<file path="src/rtl/tbt_interval.sv">
module tbt_interval #(
  parameter int CNT_W = 18
) (
  input  logic       clk,
  input  logic       rst,
  input  logic       cnt_en,
  input  logic       wr_en,
  input  logic [4:0] wr_data,
  output logic [4:0] rd_data,
  output logic       irq
);
  localparam int TAP_LO = CNT_W - 7;

  logic [CNT_W-1:0] cnt;
  logic [CNT_W-1:0] tap_mask;
  logic             flag;
  logic             ien;
  logic [1:0]       sel;

  always_comb begin
    tap_mask = '0;
    for (int i = 0; i < CNT_W; i++)
      if (i <= TAP_LO + 2 * int'(sel)) tap_mask[i] = 1'b1;
  end

  wire cnt_clr  = wr_en & wr_data[4];
  wire carry    = cnt_en & ~cnt_clr & ((cnt & tap_mask) == tap_mask);
  wire flag_clr = wr_en & ~wr_data[1];

  always_ff @(posedge clk) begin
    if (rst) begin
      cnt  <= '0;
      flag <= 1'b0;
      ien  <= 1'b0;
      sel  <= 2'd0;
    end else begin
      if (cnt_clr)     cnt <= '0;
      else if (cnt_en) cnt <= cnt + 1'b1;
      flag <= carry | (flag & ~flag_clr);
      if (wr_en) begin
        ien <= wr_data[0];
        sel <= wr_data[3:2];
      end
    end
  end

  assign rd_data = {1'b0, sel, flag, ien};
  assign irq     = flag & ien;
endmodule

</file>
<file path="config.mk">
export PLATFORM = sky130hd
export DESIGN_NAME = tbt_interval
export DESIGN_NICKNAME = d
export VERILOG_FILES = /design/src/rtl/tbt_interval.sv
export SDC_FILE = /design/constraint.sdc
export NUM_CORES = 1
export LEC_CHECK = 0
export BUFFER_PORTS_ARGS = -buffer_cell sky130_fd_sc_hd__buf_2
export CAP_MARGIN = 15
export CORE_ASPECT_RATIO = 1.4
export CORE_UTILIZATION = 40
export DETAILED_ROUTE_END_ITERATION = 6
export GPL_ROUTABILITY_DRIVEN = 0
export PLACE_DENSITY = 0.66
export SLEW_MARGIN = 20
export SYNTH_ARGS = -nofsm -noshare
export SYNTH_HDL_FRONTEND = slang
export SYNTH_SLANG_ARGS = --single-unit
export TNS_END_PERCENT = 20
</file>
<file path="constraint.sdc">
create_clock -name clk -period 2.2 [get_ports clk]
set_clock_uncertainty 0.2 [all_clocks]
set_input_delay 0.11 -clock clk [delete_from_list [all_inputs] [get_ports clk]]
set_output_delay 0.11 -clock clk [all_outputs]
set_load 0.005 [all_outputs]
</file>
==> results of run 1 <==
==> report_power, final <==
| group | switching, mW | internal [mW] | total (mW) | leakage (nW) |
|---|---|---|---|---|
| registers | 0.00441 | 0.404 | 0.408 | 0.178 |
| clock network | 0.116 | 0.101 | 0.217 | 0.0210 |
| logic | 0.0226 | 0.0289 | 0.0515 | 0.303 |
==> per-stage QoR <==
stage,worst slack [ns],power (mW),hold slack [ns]
floorplan,0.574,0.443,-0.0176
global placement,0.502,0.453,0.135
detailed placement,0.413,0.454,0.138
CTS,0.381,0.686,0.269
global route,0.308,0.714,0.285
finish,0.383,0.677,0.277
==> cell usage in the layout (no fill, tap or decap), types with 2 or more instances in the layout <==
| cell type | n |
|---|---|
| and2_1 | 2 |
| nor2_1 | 16 |
| ha_1 | 2 |
| xnor2_1 | 4 |
| dfxtp_1 | 22 |
| a21oi_1 | 6 |
| nand3_1 | 6 |
| or3_1 | 5 |
| and4_1 | 4 |
| inv_1 | 3 |
| dlygate4sd3_1 | 9 |
| xor2_1 | 8 |
| buf_2 | 13 |
| mux2i_1 | 4 |
| conb_1 | 3 |
| nand4_1 | 2 |
| nand2_1 | 4 |
| o21ai_0 | 5 |
| clkbuf_4 | 3 |
| nand4_4 | 2 |
==> cell type report <==
cell class	instances	area, µm²	share of cell area, %
Tap cell	34	42.5	3.47
Timing Repair Buffer	22	155	12.7
Sequential cell	22	440	35.9
Clock buffer	4	36.3	2.96
Multi-Input combinational cell	82	541	44.1
Inverter	3	11.3	0.918
==> worst max-delay path, stage by stage, from the launching register on <==
cell     delay [ns]
dfxtp_1        0.39
ha_1           0.18
and4_1         0.36
nand4_4        0.15
or3_1          0.34
a21oi_1        0.14
==> state kept, by name, summed over array words and instances (netlist names) <==
register,count
ien,1
sel,2
cnt,18
flag,1
==> metal layers <==
layer / vias to the layer above / GRT usage (%) / part of all wire [%]
met1: 393 / 14.2 / 43
met3: 4 / 1.73 / 3.1
met2: 15 / 26.3 / 53
met5: - / 0 / 0
li1: 419 / - / -
met4: 0 / 7.95 / 1.3
==> how the worst max path moves through the flow <==
| stage | cells past startpoint | startpoint | to |
|---|---|---|---|
| 3_3_place_gp | 5 | cnt[0]$_SDFFE_PP0P_ | cnt[16]$_SDFFE_PP0P_ |
| 4_1_cts | 5 | cnt[0]$_SDFFE_PP0P_ | cnt[14]$_SDFFE_PP0P_ |
| 5_1_grt | 6 | cnt_en | cnt[17]$_SDFFE_PP0P_ |
| 2_1_floorplan | 6 | cnt[0]$_SDFFE_PP0P_ | cnt[14]$_SDFFE_PP0P_ |
| 6_report | 5 | cnt[0]$_SDFFE_PP0P_ | cnt[14]$_SDFFE_PP0P_ |
| 3_5_place_dp | 5 | cnt[0]$_SDFFE_PP0P_ | cnt[14]$_SDFFE_PP0P_ |
==> kinds of logic after synthesis <==
| family | share of synthesized area [%] |
|---|---|
| simple gates | 26.1 |
| flops | 42.3 |
| compound gates | 8.40 |
| fa+ha+maj | 2.40 |
| buf+inv | 6.24 |
| xor+xnor | 10.1 |
| mux | 3.84 |
| other cells | 0.721 |
==> summary.md, run 1 <==
| Metric | Value |
|---|---|
| Status | `finished, final reports clean` |
| Critical path class | `register to register` |
| Initial DRT Pass Iterations | `4` |
| Number of buffers added on ports | `13` |
| Routed wire length | `1820 µm` |
| Synth top area cells | `dfxtp_1, xor2_1, nor2_1, nand4_4, mux2i_1` |
| Clk_lat worst skew | `0.30 ns` |
| Syn Area/Cell | `9.14 µm²` |
| Clock root cell | `clkbuf_4` |
| Fin crit share | `82.6%` |
| Reg2reg setup slack | `0.38 ns` |
| CTS Buf Count | `3` |
| Final count of pins violating max slew | `0` |
| Post-synthesis sequential area ratio | `42.3%` |
| Largest net degree at the start of global routing | `20` |
| EDFF count, synth | `0` |
| Initial Utilization | `43.1%` |
| # IOs | `15` |
| Unrepaired setup endpoints after global routing | `false` |
| CTS tree | `built` |
| Final hold violation count | `0` |
| Die height | `62.4 µm` |
| N_diodes | `0` |
| Worst Hold Class | `input port to register` |
| Cell Pwr Density | `552 mW/mm²` |
| Fillers | `233` |
| Max Freq | `0.550 GHz` |
| GR Util All Layers | `14.2%` |
| P_leak | `0.502 nW` |
| # rows | `21` |
| Critical Path AT | `1.85 ns` |
| Dpl hpwl | `1260 µm` |
| Synth cell types | `31` |
| PostCTS Resize Cnt | `0` |
| Cells after Synth | `114` |
| Clk sinks | `22` |
| Crit end category | `register` |
| Ys Warns | `0` |
| Count leader, synth | `dfxtp_1` |
| WHS Endpoint | `cnt[12]$_SDFFE_PP0P_` |
| Area grow syn2layout | `17.6%` |
| Top-area cell type share of the netlist area | `42.3%` |
| Core ar. | `0.00242 mm²` |
| Post-synth top cells | `dfxtp_1, nor2_1, xor2_1` |
| Setup Fix Bufs, Post-CTS | `0` |
| Worst Reg-to-Reg Cells | `5` |
| Vias in the first global route | `797` |
| Via count | `831` |
| Antenna violations before repair | `0` |
| Initial DRC count | `6` |
| DRC viols | `0` |
| Post-DRT Antenna Nets | `0` |
| Max Cap Viol | `0` |
| Worst EP required | `2.24 ns` |
| Die Width | `45.1 µm` |
| Flops & latches, synth | `22` |
| Placed cell area | `0.00110 mm²` |
| DR WL/cell | `10.9 µm` |
| Worst-Margin Slew | `0.602 ns` |
| Synth area leader | `dfxtp_1` |
| Gr ovfl total | `0` |
| Final setup viols | `0` |
| Htree depth | `1` |
| Fraction of registers with async set/reset | `0%` |
| Setup TNS | `0 ns` |
| Mapped cell area | `0.00104 mm²` |
| Post-layout min period | `1.82 ns` |
| Crit path max fanout | `5` |
| FF-to-FF Start | `cnt[0]$_SDFFE_PP0P_` |
| Hold Crit Depth | `3` |
| Peak supply drop | `0.385 mV` |
| Non-Filler Instances | `167` |
| R2r endpoint | `cnt[14]$_SDFFE_PP0P_` |
| Die ar. | `0.00282 mm²` |
| Placed Instances | `154` |
| Hold_buf cts | `9` |
| # nets final | `145` |
| Vias per Instance | `4.98` |
| Slew HR | `59.8%` |
| Final Cell Area | `0.00123 mm²` |
| Hold Startpoint | `wr_data[4]` |
| CTS Buffer Depth | `2` |
| Worst-path clk slew | `0.12 ns` |
| Most common flop cell mapped by yosys | `dfxtp_1` |
| Global-route wire length before repair | `3040 µm` |
| Layout cells sized above 1 | `15.0%` |
| Startpoint types | `register` |
| Final core occ | `50.7%` |
(Power assumes the default switching activity.)
==> run 2, diff against run 1 <==
- ABC_AREA: unset -> 1
- clock period: 2.2 -> 1.8 ns (I/O delays scaled with it)
==> summary.md, run 2 <==
| Metric | Value |
|---|---|
| Gr ovfl total | `0 (unchanged)` |
| Worst EP required | `1.75 ns (was 2.24 ns)` |
| Dpl hpwl | `1810 µm (was 1260 µm)` |
| XOR/XNOR Fraction of Synth Area | `2.88% (was 10.1%)` |
| N_diodes | `0 (unchanged)` |
| GRT Max-Usage Layer | `met2 (unchanged)` |
| Die height | `67.2 µm (was 62.4 µm)` |
| Initial Utilization | `42.2% (was 43.1%)` |
| Clk sinks | `22 (unchanged)` |
| Post-synthesis adder-cell area fraction | `2.06% (was 2.40%)` |
| Most common cell after layout, fill and taps aside | `nand2_1 (was dfxtp_1)` |
| Synth cell types | `22 (was 31)` |
| Via count | `1109 (was 831)` |
| Critical Path AT | `1.52 ns (was 1.85 ns)` |
| P_leak | `0.638 nW (was 0.502 nW)` |
| Largest net degree at the start of global routing | `13 (was 20)` |
| CTS Buffer Depth | `2 (unchanged)` |
| Dpl ws | `0.254 ns (was 0.413 ns)` |
| Post-DRT Antenna Nets | `0 (unchanged)` |
| Layout cells sized above 1 | `17.9% (was 15.0%)` |
| DR WL/cell | `9.83 µm (was 10.9 µm)` |
| Unrepaired setup endpoints after global routing | `false (unchanged)` |
| Crit path max-delay cell type | `dlygate4sd3_1 (was dfxtp_1)` |
| Ys Warns | `0 (unchanged)` |
| Final count of pins violating max slew | `0 (unchanged)` |
| Flops & latches, synth | `22 (unchanged)` |
| # nets final | `219 (was 145)` |
| Max Cap Viol | `0 (unchanged)` |
| Most frequent cells in the layout | `nand2_1, nor2_1, inv_1, dfxtp_1, buf_2 (was dfxtp_1, nor2_1, buf_2)` |
| Initial DRT Pass Iterations | `4 (unchanged)` |
| Crit end category | `register (unchanged)` |
| Initial DRC count | `39 (was 6)` |
| Non-Filler Instances | `244 (was 167)` |
| Top-area cell type share of the netlist area | `36.3% (was 42.3%)` |
| Compound-Gate Fraction of Synth Area | `9.27% (was 8.40%)` |
| Clock root cell | `clkbuf_8 (was clkbuf_4)` |
| Startpoint types | `input port (was register)` |
| Count leader, synth | `nand2_1 (was dfxtp_1)` |
| Met3 Use GR | `2.03% (was 1.73%)` |
| Cell Pwr Density | `636 mW/mm² (was 552 mW/mm²)` |
| EDFF count, synth | `0 (unchanged)` |
| Status | `finished, final reports clean (unchanged)` |
| Routing usage on met2 | `32.7% (was 26.3%)` |
| Max Freq | `0.639 GHz` |
| CTS Buf Count | `3 (unchanged)` |
| Post-synthesis mux area share | `0% (was 3.84%)` |
| Global-route wire length before repair | `4210 µm (was 3040 µm)` |
| Area grow syn2layout | `20.2% (was 17.6%)` |
| Placed Instances | `230 (was 154)` |
| Crit path max fanout | `5 (unchanged)` |
| GR Util All Layers | `16.9% (was 14.2%)` |
| GR Util met1 | `18.0% (was 14.2%)` |
| Largest family of logic cells by synthesized area | `simple AND/OR/NAND/NOR gates (unchanged)` |
| Most common flop cell mapped by yosys | `dfxtp_1 (unchanged)` |
| Register with the most flip-flops | `cnt (unchanged)` |
| # IOs | `15 (unchanged)` |
| Final hold violation count | `0 (unchanged)` |
| Biggest cell delay along the critical path | `0.54 ns (was 0.39 ns)` |
| Routed wire length | `2400 µm (was 1820 µm)` |
| CTS tree | `built (unchanged)` |
| Htree depth | `1 (unchanged)` |
| PostCTS Resize Cnt | `0 (unchanged)` |
| PnR worst setup slack | `0.234 ns (was 0.383 ns)` |
| Max reg flops | `18 (unchanged)` |
| Syn Area/Cell | `6.64 µm² (was 9.14 µm²)` |
| Cells after Synth | `183 (was 114)` |
| Antenna violations before repair | `0 (unchanged)` |
| DRC viols | `0 (unchanged)` |
| Vias in the first global route | `1013 (was 797)` |
| Critical path class | `input port to register (was register to register)` |
| Post-synth top cells | `nand2_1, nor2_1, dfxtp_1, inv_1, a21oi_1 (was dfxtp_1, nor2_1, xor2_1)` |
| Hold_buf cts | `10 (was 9)` |
| Fillers | `308 (was 233)` |
| Die Width | `48.6 µm (was 45.1 µm)` |
| Worst-path clk slew | `0.08 ns (was 0.12 ns)` |
| Worst Hold Class | `input port to register (unchanged)` |
| Post-layout min period | `1.57 ns` |
| Vias per Instance | `4.55 (was 4.98)` |
| Core ar. | `0.00288 mm² (was 0.00242 mm²)` |
| Peak supply drop | `0.336 mV (was 0.385 mV)` |
| Clk_lat worst skew | `0.26 ns (was 0.30 ns)` |
| Synth area leader | `dfxtp_1 (unchanged)` |
| Fraction of registers with async set/reset | `0% (unchanged)` |
| Setup Fix Bufs, Post-CTS | `0 (unchanged)` |
| # rows | `23 (was 21)` |
| Setup TNS | `0 ns (unchanged)` |
| Die ar. | `0.00326 mm² (was 0.00282 mm²)` |
| Fin crit share | `87.0%` |
| Synth top area cells | `dfxtp_1, nand2_1, nor2_1, inv_1, nor2_4 (was dfxtp_1, xor2_1, nor2_1, nand4_4, mux2i_1)` |
| Top Registers | `cnt (18), sel (2) (unchanged)` |
| Mapped cell area | `0.00121 mm² (was 0.00104 mm²)` |
| Simple-gate share of the synthesized area | `38.2% (was 26.1%)` |
| Post-synthesis sequential area ratio | `36.3% (was 42.3%)` |
| Cell Chain, Critical Path | `dlygate4sd3_1 -> buf_2 -> inv_1 -> nor2_1 -> nor2_1 -> dlygate4sd3_1 (was ha_1 -> and4_1 -> nand4_4 -> or3_1 -> a21oi_1)` |
| Number of buffers added on ports | `13 (unchanged)` |
| Final setup viols | `0 (unchanged)` |
[run 2: area by class of cell]
class                           count  area (µm²)  share of cell area [%]
Clock buffer                        4        55.1                    3.77
Multi-Input combinational cell    131         648                    44.4
Tap cell                           37        46.3                    3.17
Timing Repair Buffer               24         173                    11.8
Inverter                           26        97.6                    6.68
Sequential cell                    22         440                    30.2
[run 2: logic make-up (layout without fill, tap and decap cells)]
family	after synthesis	after routing
AND/OR/NAND/NOR	100	100
XOR/XNOR	4	4
buffers and inverters	31	54
adder cells (fa/ha/maj)	2	2
other	2	3
AO/OA/AOI/OAI	22	22
flip-flops	22	22
[run 2: through the flow]
| stage | area, µm² | hold slack [ns] | util [%] | power (mW) |
|---|---|---|---|---|
| after CTS | 1460 | 0.0733 | 50.7 | 0.943 |
| after global placement | 1310 | 0.0597 | 45.3 | 0.570 |
| final | 1460 | 0.0771 | 50.7 | 0.929 |
| after floorplan | 1220 | -0.0409 | - | 0.551 |
| after global routing | 1460 | 0.0861 | 50.7 | 0.978 |
| after detailed placement | 1310 | 0.0618 | 45.3 | 0.571 |
[run 2: worst paths after layout]
| check | startpoint | to | slack (ns) | cells past startpoint |
|---|---|---|---|---|
| hold / removal | wr_data[4] | cnt[1]$_SDFFE_PP0P_ | 0.08 | 5 |
| hold reg to reg | cnt[14]$_SDFFE_PP0P_ | cnt[14]$_SDFFE_PP0P_ | 0.28 | 2 |
| setup / recovery | wr_en | sel[0]$_SDFFE_PP0P_ | 0.23 | 6 |
| setup reg to reg | cnt[0]$_SDFFE_PP0P_ | cnt[8]$_SDFFE_PP0P_ | 0.24 | 8 |
[run 2: per-layer routing]
layer  wire length, µm  part of all wire [%]
met1              1080                    45
met2              1220                    51
met3                32                   1.3
met4                57                   2.4
met5                 0                     0
[run 2: report_power, final]
group | switching (mW) | internal [mW] | total [mW] | leakage [nW]
Clock | 0.158 | 0.195 | 0.353 | 0.0288
Combinational | 0.0374 | 0.0385 | 0.0759 | 0.431
Sequential | 0.00685 | 0.494 | 0.500 | 0.178
Total | 0.202 | 0.727 | 0.929 | 0.638
[run 2: worst max-delay path: cells and delay by family]
family | cells | cell delay [ns]
buf+inv | 4 | 1.28
simple gates | 2 | 0.14
